===== src/rtl/dram_mux_pkg.sv =====
`timescale 1ns/1ps
package dram_mux_pkg;

  typedef enum logic [1:0] {
    SEL_ROW,
    SEL_COL,
    SEL_REF
  } addrSel_e;

  // strobes from the sequencer to the datapath
  typedef struct packed {
    logic     latchReq;
    addrSel_e addrSel;
    logic     capture;
    logic     bumpRef;
  } dpStrobe_t;

  typedef enum logic [3:0] {
    ST_IDLE,
    ST_ROWSET,
    ST_RASLO,
    ST_COLSET,
    ST_CASLO,
    ST_CASHI,
    ST_PRECH,
    ST_REFROW,
    ST_REFRAS
  } seqState_e;

endpackage


===== src/rtl/dram_refresh_timer.sv =====
`timescale 1ns/1ps
module dram_refresh_timer #(
  parameter int REF_PERIOD = 3900
) (
  input  logic clk,
  input  logic rstN,
  input  logic take,
  output logic pending
);
  localparam int TW = $clog2(REF_PERIOD + 1);

  logic [TW-1:0] tickCnt;
  logic          tick;

  assign tick = (tickCnt == '0);

  always_ff @(posedge clk or negedge rstN) begin
    if (!rstN) begin
      tickCnt <= TW'(REF_PERIOD - 1);
      pending <= 1'b0;
    end else begin
      tickCnt <= tick ? TW'(REF_PERIOD - 1) : tickCnt - 1'b1;
      if (tick)
        pending <= 1'b1;
      else if (take)
        pending <= 1'b0;
    end
  end
endmodule


===== src/rtl/dram_mux_datapath.sv =====
`timescale 1ns/1ps
module dram_mux_datapath
  import dram_mux_pkg::*;
#(
  parameter int ADDR_W = 16,
  parameter int DATA_W = 8
) (
  input  logic                clk,
  input  logic                rstN,
  input  dpStrobe_t           ctl,
  input  logic [ADDR_W-1:0]   reqAddr,
  input  logic [DATA_W-1:0]   reqWData,
  input  logic                reqWrite,
  input  logic [DATA_W-1:0]   memDqIn,
  output logic [ADDR_W/2-1:0] memAddr,
  output logic [DATA_W-1:0]   memDqOut,
  output logic [DATA_W-1:0]   rdData,
  output logic                isWrite
);
  localparam int HALF_W = ADDR_W / 2;

  logic [ADDR_W-1:0] addrQ;
  logic [DATA_W-1:0] dataQ;
  logic [HALF_W-1:0] refRow;

  always_ff @(posedge clk or negedge rstN) begin
    if (!rstN) begin
      addrQ   <= '0;
      dataQ   <= '0;
      isWrite <= 1'b0;
    end else if (ctl.latchReq) begin
      addrQ   <= reqAddr;
      dataQ   <= reqWData;
      isWrite <= reqWrite;
    end
  end

  always_ff @(posedge clk or negedge rstN) begin
    if (!rstN)
      refRow <= '0;
    else if (ctl.bumpRef)
      refRow <= refRow + 1'b1;
  end

  always_ff @(posedge clk or negedge rstN) begin
    if (!rstN)
      rdData <= '0;
    else if (ctl.capture)
      rdData <= memDqIn;
  end

  always_comb begin
    unique case (ctl.addrSel)
      SEL_COL: memAddr = addrQ[HALF_W-1:0];
      SEL_REF: memAddr = refRow;
      default: memAddr = addrQ[ADDR_W-1:HALF_W];
    endcase
  end

  assign memDqOut = dataQ;
endmodule


===== src/rtl/dram_mux_sequencer.sv =====
`timescale 1ns/1ps
module dram_mux_sequencer
  import dram_mux_pkg::*;
#(
  parameter int T_ASR = 1,
  parameter int T_RCD = 5,
  parameter int T_CAC = 8,
  parameter int T_RP  = 6
) (
  input  logic      clk,
  input  logic      rstN,
  input  logic      reqValid,
  input  logic      isWrite,
  input  logic      refPending,
  output logic      refTake,
  output dpStrobe_t ctl,
  output logic      rasN,
  output logic      casN,
  output logic      weN,
  output logic      oeN,
  output logic      memDqOe,
  output logic      reqAck,
  output logic      waitOut
);
  localparam int REF_LOW = T_RCD + T_CAC + 1;
  localparam int MAX_A   = (T_ASR > T_RP) ? T_ASR : T_RP;
  localparam int MAX_LEN = (MAX_A > REF_LOW) ? MAX_A : REF_LOW;
  localparam int CNT_W   = $clog2(MAX_LEN + 1);

  seqState_e        state, nextState;
  logic [CNT_W-1:0] cnt, loadVal;
  logic             lastCycle, accept, finish;

  assign lastCycle = (cnt == '0);

  always_comb begin
    nextState = state;
    loadVal   = '0;
    accept    = 1'b0;
    refTake   = 1'b0;
    finish    = 1'b0;
    unique case (state)
      ST_IDLE: begin
        if (refPending) begin
          nextState = ST_REFROW;
          loadVal   = CNT_W'(T_ASR - 1);
          refTake   = 1'b1;
        end else if (reqValid) begin
          nextState = ST_ROWSET;
          loadVal   = CNT_W'(T_ASR - 1);
          accept    = 1'b1;
        end
      end
      ST_ROWSET: if (lastCycle) begin
        nextState = ST_RASLO;
        loadVal   = CNT_W'(T_RCD - 1);
      end
      ST_RASLO: if (lastCycle) nextState = ST_COLSET;
      ST_COLSET: begin
        nextState = ST_CASLO;
        loadVal   = CNT_W'(T_CAC - 1);
      end
      ST_CASLO: if (lastCycle) begin
        nextState = ST_CASHI;
        finish    = 1'b1;
      end
      ST_CASHI: begin
        nextState = ST_PRECH;
        loadVal   = CNT_W'(T_RP - 1);
      end
      ST_PRECH: if (lastCycle) nextState = ST_IDLE;
      ST_REFROW: if (lastCycle) begin
        nextState = ST_REFRAS;
        loadVal   = CNT_W'(REF_LOW - 1);
      end
      ST_REFRAS: if (lastCycle) begin
        nextState = ST_PRECH;
        loadVal   = CNT_W'(T_RP - 1);
      end
      default: nextState = ST_IDLE;
    endcase
  end

  always_ff @(posedge clk or negedge rstN) begin
    if (!rstN) begin
      state   <= ST_IDLE;
      cnt     <= '0;
      reqAck  <= 1'b0;
      waitOut <= 1'b0;
    end else begin
      state  <= nextState;
      reqAck <= accept;
      if (nextState != state)
        cnt <= loadVal;
      else if (!lastCycle)
        cnt <= cnt - 1'b1;
      if (accept)
        waitOut <= 1'b1;
      else if (finish)
        waitOut <= 1'b0;
    end
  end

  // strobe decode from the registered state
  logic rasLow, colPhase;
  assign rasLow   = (state == ST_RASLO) || (state == ST_COLSET) || (state == ST_CASLO)
                 || (state == ST_CASHI) || (state == ST_REFRAS);
  assign colPhase = (state == ST_COLSET) || (state == ST_CASLO);

  assign rasN    = !rasLow;
  assign casN    = (state != ST_CASLO);
  assign weN     = !(isWrite && colPhase);
  assign oeN     = !(!isWrite && state == ST_CASLO);
  assign memDqOe = isWrite && (colPhase || state == ST_CASHI);

  always_comb begin
    ctl.latchReq = accept;
    ctl.capture  = finish && !isWrite;
    ctl.bumpRef  = (state == ST_REFRAS) && lastCycle;
    if (state == ST_REFROW || state == ST_REFRAS)
      ctl.addrSel = SEL_REF;
    else if (colPhase || state == ST_CASHI)
      ctl.addrSel = SEL_COL;
    else
      ctl.addrSel = SEL_ROW;
  end
endmodule


===== src/rtl/dram_addr_mux_ctrl.sv =====
`timescale 1ns/1ps
module dram_addr_mux_ctrl
  import dram_mux_pkg::*;
#(
  parameter int ADDR_W     = 16,
  parameter int DATA_W     = 8,
  parameter int T_ASR      = 1,
  parameter int T_RCD      = 5,
  parameter int T_CAC      = 8,
  parameter int T_RP       = 6,
  parameter int REF_PERIOD = 3900
) (
  input  logic                clk,
  input  logic                rstN,
  input  logic                reqValid,
  input  logic                reqWrite,
  input  logic [ADDR_W-1:0]   reqAddr,
  input  logic [DATA_W-1:0]   reqWData,
  output logic                reqAck,
  output logic                waitOut,
  output logic [DATA_W-1:0]   rdData,
  output logic [ADDR_W/2-1:0] memAddr,
  output logic                rasN,
  output logic                casN,
  output logic                weN,
  output logic                oeN,
  output logic [DATA_W-1:0]   memDqOut,
  output logic                memDqOe,
  input  logic [DATA_W-1:0]   memDqIn
);
  dpStrobe_t ctl;
  logic      isWrite, refPending, refTake;

  dram_refresh_timer #(.REF_PERIOD(REF_PERIOD)) refresh_i (
    .clk(clk), .rstN(rstN), .take(refTake), .pending(refPending)
  );

  dram_mux_sequencer #(
    .T_ASR(T_ASR), .T_RCD(T_RCD), .T_CAC(T_CAC), .T_RP(T_RP)
  ) seq_i (
    .clk(clk), .rstN(rstN), .reqValid(reqValid), .isWrite(isWrite),
    .refPending(refPending), .refTake(refTake), .ctl(ctl),
    .rasN(rasN), .casN(casN), .weN(weN), .oeN(oeN), .memDqOe(memDqOe),
    .reqAck(reqAck), .waitOut(waitOut)
  );

  dram_mux_datapath #(.ADDR_W(ADDR_W), .DATA_W(DATA_W)) dp_i (
    .clk(clk), .rstN(rstN), .ctl(ctl), .reqAddr(reqAddr), .reqWData(reqWData),
    .reqWrite(reqWrite), .memDqIn(memDqIn), .memAddr(memAddr),
    .memDqOut(memDqOut), .rdData(rdData), .isWrite(isWrite)
  );
endmodule


===== config.mk =====
export PLATFORM = sky130hd
export DESIGN_NAME = dram_addr_mux_ctrl
export DESIGN_NICKNAME = d
export VERILOG_FILES = /design/src/rtl/dram_mux_pkg.sv /design/src/rtl/dram_refresh_timer.sv /design/src/rtl/dram_mux_datapath.sv /design/src/rtl/dram_mux_sequencer.sv /design/src/rtl/dram_addr_mux_ctrl.sv
export SDC_FILE = /design/constraint.sdc
export NUM_CORES = 1
export LEC_CHECK = 0
export ABC_AREA = 1
export BUFFER_PORTS_ARGS = -buffer_cell sky130_fd_sc_hd__buf_2
export CAP_MARGIN = 20
export CORE_MARGIN = 3
export CORE_UTILIZATION = 30
export DETAILED_ROUTE_END_ITERATION = 10
export PLACE_DENSITY = 0.47
export RECOVER_POWER = 50
export SETUP_SLACK_MARGIN = 0.1
export SKIP_LAST_GASP = 1
export SLEW_MARGIN = 20
export SYNTH_ARGS = -nofsm -noshare
export SYNTH_HDL_FRONTEND = slang
export SYNTH_SLANG_ARGS = --single-unit

===== constraint.sdc =====
create_clock -name clk -period 3.1 [get_ports clk]
set_clock_uncertainty 0.05 [all_clocks]
set_input_delay 0.155 -clock clk [delete_from_list [all_inputs] [get_ports clk]]
set_output_delay 0.155 -clock clk [all_outputs]
set_load 0.005 [all_outputs]

==> flow_summary.json, run 1 <==
{
  "synth_seq_cells": 64,
  "post_cts_resized": 0,
  "ant_nets": 0,
  "post-dp-hpwl_um": 5450,
  "period_share_pct": 76.9,
  "critPathArrivalTime_ps": 2780,
  "synthTopCellsByCount": "nand2_1 (137), dfrtp_1 (55), inv_1 (33)",
  "antenna_found_initial": 0,
  "syn_area_mm2": 0.00309,
  "overflow": 0,
  "syn_inst": 364,
  "cp_slowest_stage_delay_ps": 1530,
  "hold_violations": 0,
  "cp-end-kind": "asynchronous set/reset pin",
  "crit_path_start": "rstN",
  "slew_viol_final": 39,
  "crit_family": "buffers and inverters",
  "synth_largest_area_cell": "dfrtp_1",
  "vias": 2680,
  "min_from": "reqWrite",
  "synth_nets": 404,
  "wl_um": 7610,
  "avgRoutedWirePerCell_um": 12.5,
  "cts_tree": "yes",
  "synth_most_common_cell": "nand2_1",
  "worst_ep_required_time_ps": 3500,
  "grt_max_degree": 39,
  "rsz0062_at_grt": "no",
  "synth_edf_count": 0,
  "place_congestion": 0.856,
  "synthTopCellsByArea": "dfrtp_1 (44%), nand2_1 (17%), dfstp_2 (7.6%)",
  "antenna_cells": 0,
  "layout-drive-gt1-share_pct": 22.1,
  "avgViaCountPerCell": 4.41,
  "slowest_stage": "clkbuf_1",
  "die_h_um": 108,
  "ir_drop_uv": 200,
  "clockBufferDepth": 2,
  "clkSlewWorstSetupHoldPaths_ps": 70,
  "outcome": "finished, violations left",
  "core_mm2": 0.00991,
  "area_growth_pct": 30.8,
  "dr.pass1.iters": 5,
  "rows": 36,
  "fp.dieW_um": 108,
  "ys.flop_type": "dfrtp_1",
  "relSlewSlack_pct": -43.7,
  "cp_max_fo": 38,
  "clockRootBuffer": "clkbuf_8",
  "cts_buffers": 9,
  "grt_pass1_wl_um": 13300,
  "cts.sinks": 64,
  "async_reset_ff_share_pct": 100,
  "drt_iter0_markers": 109,
  "setup_tns_ps": 0,
  "syn_area_per_cell_um2": 8.50,
  "fmax_ghz": 0.419,
  "cts_max_level": 3,
  "fin_crit_ps": 2380,
  "min_path_type": "in2reg",
  "io_buffers": 66,
  "yosysUniqueCellTypes": 31,
  "seq_area_frac_synth_pct": 52.1,
  "violations": "capacitance limit, slew limit",
  "start_kind": "input pin",
  "drv_cap": 1,
  "setup_viol": 0,
  "grt_pass1_vias": 2867,
  "leakagePower_nw": 2.11,
  "clkLatencyLatePin_ps": 340,
  "crit_chain": "dlygate4sd3_1, clkbuf_1, clkbuf_2",
  "drc": 0,
  "dp.cells": 561,
  "power_density_mw_per_mm2": 407,
  "final_net_count": 511,
  "path_class": "in2async",
  "io_pins": 67,
  "r2r_start": "seq_i.cnt[0]$_DFFE_PN0P_",
  "cp.buffers_inverters": 3,
  "ys_warn_count": 0,
  "start_util_pct": 31.2,
  "grt_usage_pct": 14.4,
  "stdcell_count": 608,
  "synth.top_cell.area_share_pct": 44.5,
  "worst_pin_slew_ps": 2160,
  "dieArea_mm2": 0.0116
}
worst paths after layout:
| check | to | slack (ps) | depth (start not counted) |
|---|---|---|---|
| min in group asynchronous | dp_i.addrQ[6]$_DFFE_PN0P_ | 940 | 2 |
| worst min register to register | refresh_i.tickCnt[0]$_DFF_PN1_ | 420 | 1 |
| max in group clk | memAddr[4] | 750 | 11 |
| worst min-delay path | dp_i.isWrite$_DFFE_PN0P_ | 20 | 3 |
| worst max register to register | seq_i.cnt[3]$_DFFE_PN0P_ | 830 | 12 |
| worst max-delay path | refresh_i.tickCnt[1]$_DFF_PN1_ | 720 | 3 |
power breakdown:
part           total (W)  internal (W)  leakage (nW)  switching (W)
combinational   0.000121     0.0000675          1.23      0.0000534
clock           0.000652      0.000327        0.0882       0.000325
sequential      0.000875      0.000861         0.799      0.0000147
total            0.00165       0.00126          2.11       0.000393
area by class of cell:
class | instances | area (µm²)
fillers | 1020 | 5860
flip-flops and latches | 64 | 1610
multi-input cells | 256 | 1290
repair buffers | 101 | 653
well taps | 133 | 166
clock buffers | 12 | 155
inverters | 39 | 146
clock inverters | 3 | 17.5
flip-flops by register name, indices dropped and copies added (netlist names):
| signal | count |
|---|---|
| refresh_i.tickCnt | 12 |
| dp_i.refRow | 8 |
| seq_i.waitOut | 1 |
| refresh_i.pending | 1 |
| seq_i.reqAck | 1 |
| dp_i.isWrite | 1 |
| dp_i.addrQ | 16 |
| dp_i.memDqOut | 8 |
| seq_i.state | 4 |
| dp_i.rdData | 8 |
| seq_i.cnt | 4 |
layout by cell type, fill, tap and decap left out:
cell,instances
o21ai_0,7
mux2_2,8
clkbuf_1,13
nor3_4,1
dfrtp_1,55
nand4_2,1
or2_2,3
clkbuf_8,11
xor2_1,8
nor2_4,3
nor2_2,3
nor2_1,25
inv_1,34
clkinv_1,1
ha_1,4
nor3_1,5
o21ai_1,1
buf_4,1
dlygate4sd3_1,32
nor4_4,1
nor3_2,2
clkinv_2,2
a31oi_1,1
o211ai_1,5
nor3b_1,1
a21oi_1,4
inv_2,4
clkbuf_2,2
nand4_1,4
nand3b_1,1
nand2_1,139
nand3_1,25
clkinvlp_4,1
buf_2,54
o21bai_1,1
dfstp_2,8
dfstp_1,1
xnor2_1,3
cells by family (layout without fill, tap and decap cells):
| group | count (synthesis) | after routing | share of synthesized area [%] |
|---|---|---|---|
| XOR/XNOR | 11 | 11 | 3.11 |
| buffers and inverters | 44 | 155 | 5.54 |
| adder cells (fa/ha/maj) | 4 | 4 | 1.62 |
| AO/OA/AOI/OAI | 19 | 19 | 3.60 |
| flip-flops | 64 | 64 | 52.1 |
| AND/OR/NAND/NOR | 214 | 214 | 31.1 |
| multiplexers | 8 | 8 | 2.91 |
metrics by stage:
step	hold WS [ps]	total power, W	setup WS [ps]	cell area (µm²)	util [%]
3_5_place_dp	288	0.000987	1110	3590	36.2
4_1_cts	0.770	0.00168	712	4080	41.2
5_1_grt	3.13	0.00174	299	4050	40.8
2_1_floorplan	-191	0.000915	1410	3090	-
6_report	20.0	0.00165	715	4050	40.8
3_3_place_gp	269	0.000985	1070	3590	36.2
layer usage:
| layer | vias up | global-route usage (%) | routed length (µm) |
|---|---|---|---|
| met3 | 8 | 4.38 | 361 |
| met5 | - | 0 | 0 |
| met1 | 1249 | 19.3 | 3670 |
| li1 | 1359 | - | - |
| met2 | 64 | 22.6 | 3500 |
| met4 | 0 | 4.24 | 86 |
timing repair:
action	CTS	global route
endpoints found under the hold margin	60	0
endpoints found under the setup margin	0	0
hold buffers	32	0
buffers inserted	0	0
worst reg2reg max path, delay by kind of cell (launching register included):
kind	cells	cell delay, ps
and+or+nand+nor	8	1130
buffers and inverters	2	260
AOI/OAI and AO/OA	1	140
DFF	1	350
adders and majority gates	1	220
No activity file was read; power rests on OpenSTA's default activity.
==> run 2: changes to the inputs <==
Settings changed: ABC_AREA 1 to 0, PLACE_DENSITY 0.47 to 0.49.
Clock period 3.1 ns to 1.99 ns, I/O delays scaled along.
==> run 2 against run 1 <==
First-iteration DRC count increased by 55%; largest cell class unchanged; critical path type is now reg2out; sequential share of layout area decreased by 4.2 points; the flow finishes with violations (setup timing); final cell count decreased by 12%; clock power increased by 44%; combinational power increased to 28 times the previous value; non-clock buffer count increased by 30.
==> flow_summary.json, run 2 <==
{
  "dr_wl_met2_um": 3880,
  "dr.pass1.iters": 4,
  "cp-end-kind": "primary output",
  "top_register": "dp_i.addrQ",
  "synth_seq_cells": 64,
  "async_reset_ff_share_pct": 100,
  "total_power_w": 0.00626,
  "clkSlewWorstSetupHoldPaths_ps": 70,
  "ir_drop_uv": 446,
  "post-dp-hpwl_um": 4880,
  "fin_crit_ps": 2030,
  "grt_pass1_vias": 2567,
  "syn_area_per_cell_um2": 11.6,
  "antenna_found_initial": 0,
  "synthTopCellsByArea": "dfrtp_1 (44%), mux2_2 (12%), dfstp_2 (7.6%)",
  "area_growth_pct": 45.9,
  "final_util_pct": 45.7,
  "final_net_count": 438,
  "cts.sinks": 64,
  "slew_viol_final": 0,
  "path_class": "reg2out",
  "yosysUniqueCellTypes": 53,
  "syn_inst": 267,
  "start_kind": "flip-flop",
  "critPathArrivalTime_ps": 1880,
  "min_path_type": "in2reg",
  "place_congestion": 0.813,
  "setup_slack_ps": -43.9,
  "ant_nets": 0,
  "overflow": 0,
  "syn_area_mm2": 0.00310,
  "antenna_cells": 0,
  "synth_most_common_cell": "dfrtp_1",
  "grt_max_degree": 65,
  "seq_area_frac_synth_pct": 52.0,
  "clockRootBuffer": "clkbuf_8",
  "fillers": 954,
  "wirelength_met1_um": 3340,
  "dp.cells": 472,
  "worst_pin_slew_ps": 1420,
  "routed.top_layer": "met4",
  "synth_edf_count": 0,
  "drt_iter0_markers": 169,
  "drc": 0,
  "avgRoutedWirePerCell_um": 14.2,
  "outcome": "finished, violations left",
  "avgViaCountPerCell": 4.69,
  "rows": 36,
  "period_share_pct": 102,
  "final_common_cell": "buf_2",
  "clockBufferDepth": 2,
  "dp_worst_setup_slack_ps": -13.7,
  "grt_usage_pct": 13.3,
  "io_buffers": 66,
  "layout.cells.most_common_list": "buf_2 (60), dfrtp_1 (54), dlygate4sd3_1 (34)",
  "cts_tree": "yes",
  "io_pins": 67,
  "drv_cap": 0,
  "reg_top3": "dp_i.addrQ (16), refresh_i.tickCnt (12)",
  "cts_max_level": 3,
  "wl_met3_um": 261,
  "fmax_ghz": 0.492,
  "hold_violations": 0,
  "cts_buffers": 9,
  "core_mm2": 0.00991,
  "cp_max_fo": 5,
  "power_density_mw_per_mm2": 1380,
  "synth.top_cell.area_share_pct": 44.3,
  "relSlewSlack_pct": 5.20,
  "wl_um": 7620,
  "multi_input_area_mm2": 0.00156,
  "synth_nets": 307,
  "vias": 2516,
  "synth_largest_area_cell": "dfrtp_1",
  "clkLatencyLatePin_ps": 330,
  "die_h_um": 108,
  "stdcell_count": 536,
  "rsz0062_at_grt": "yes",
  "setup_viol": 7,
  "worst_ep_required_time_ps": 1840,
  "setup_tns_ps": -112,
  "violations": "setup timing",
  "largest_reg_flops": 16,
  "dieArea_mm2": 0.0116,
  "ys.flop_type": "dfrtp_1",
  "grt_pass1_wl_um": 12200,
  "start_util_pct": 31.3,
  "synthTopCellsByCount": "dfrtp_1 (55), mux2_2 (33), xnor2_1 (15)",
  "layout-drive-gt1-share_pct": 44.9,
  "leakagePower_nw": 2.08,
  "ys_warn_count": 0,
  "fp.dieW_um": 108,
  "seq_area_mm2": 0.00161
}
run 2: path summary, 6_finish.rpt:
| kind | end | cells past startpoint | startpoint | slack, ps |
|---|---|---|---|---|
| max | memAddr[5] | 6 | seq_i.state[0]$_DFF_PN0_ | -40 |
| min | seq_i.reqAck$_DFF_PN0_ | 4 | reqValid | 210 |
| max reg2reg | dp_i.refRow[1]$_DFFE_PN0P_ | 6 | seq_i.state[0]$_DFF_PN0_ | 30 |
| min reg2reg | refresh_i.tickCnt[0]$_DFF_PN1_ | 1 | refresh_i.tickCnt[0]$_DFF_PN1_ | 410 |
| max in group asynchronous | seq_i.state[3]$_DFF_PN0_ | 3 | rstN | 240 |
| min in group asynchronous | dp_i.addrQ[8]$_DFFE_PN0P_ | 3 | rstN | 670 |
run 2: metrics by stage:
step                      instance area (µm²)  hold WS (ps)
final                                    4530           211
after global routing                     4530           213
after CTS                                4410           197
after detailed placement                 3710           103
after global placement                   3710          98.7
after floorplan                          3120          -246
run 2: report_power, final:
group | internal [W] | switching (W)
clock | 0.000445 | 0.000494
combinational | 0.00183 | 0.00150
sequential | 0.00174 | 0.000247
run 2: critical path, cell delays in order, from the launching register on:
cell,delay [ps]
dfrtp_1,380
or4b_4,560
o21ai_4,130
buf_6,150
a22o_1,120
a21o_1,100
buf_2,120
run 2: cells by family (layout without fill, tap and decap cells):
family,count (synthesis),after routing,share of synthesized area [%]
AO/OA/AOI/OAI,58,58,12.7
XOR/XNOR,17,17,4.80
adder cells (fa/ha/maj),4,4,1.61
buffers and inverters,23,159,3.51
flip-flops,64,64,52.0
multiplexers,35,35,12.7
AND/OR/NAND/NOR,66,66,12.8
run 2: what timing repair did:
| item | in CTS | in global routing |
|---|---|---|
| pin swaps | 15 | 16 |
| hold buffers | 34 | 0 |
| endpoints found under the setup margin | 25 | 57 |
| resized for setup | 24 | 23 |
| hold endpoints to repair | 88 | 0 |
| setup buffers | 8 | 7 |
run 2: cell type report:
class	count	area share [%]
Timing Repair Buffer	131	21.6
Inverter	12	0.994
Clock inverter	6	0.801
Tap cell	133	3.67
Sequential cell	64	35.6
Multi-Input combinational cell	180	34.4
Clock buffer	10	2.82
run 2: routing by layer:
metal	global-route usage (%)	vias up
met2	22.3	46
met5	0	-
met1	16.4	1236
met3	3.36	14
met4	4.60	0
li1	-	1220
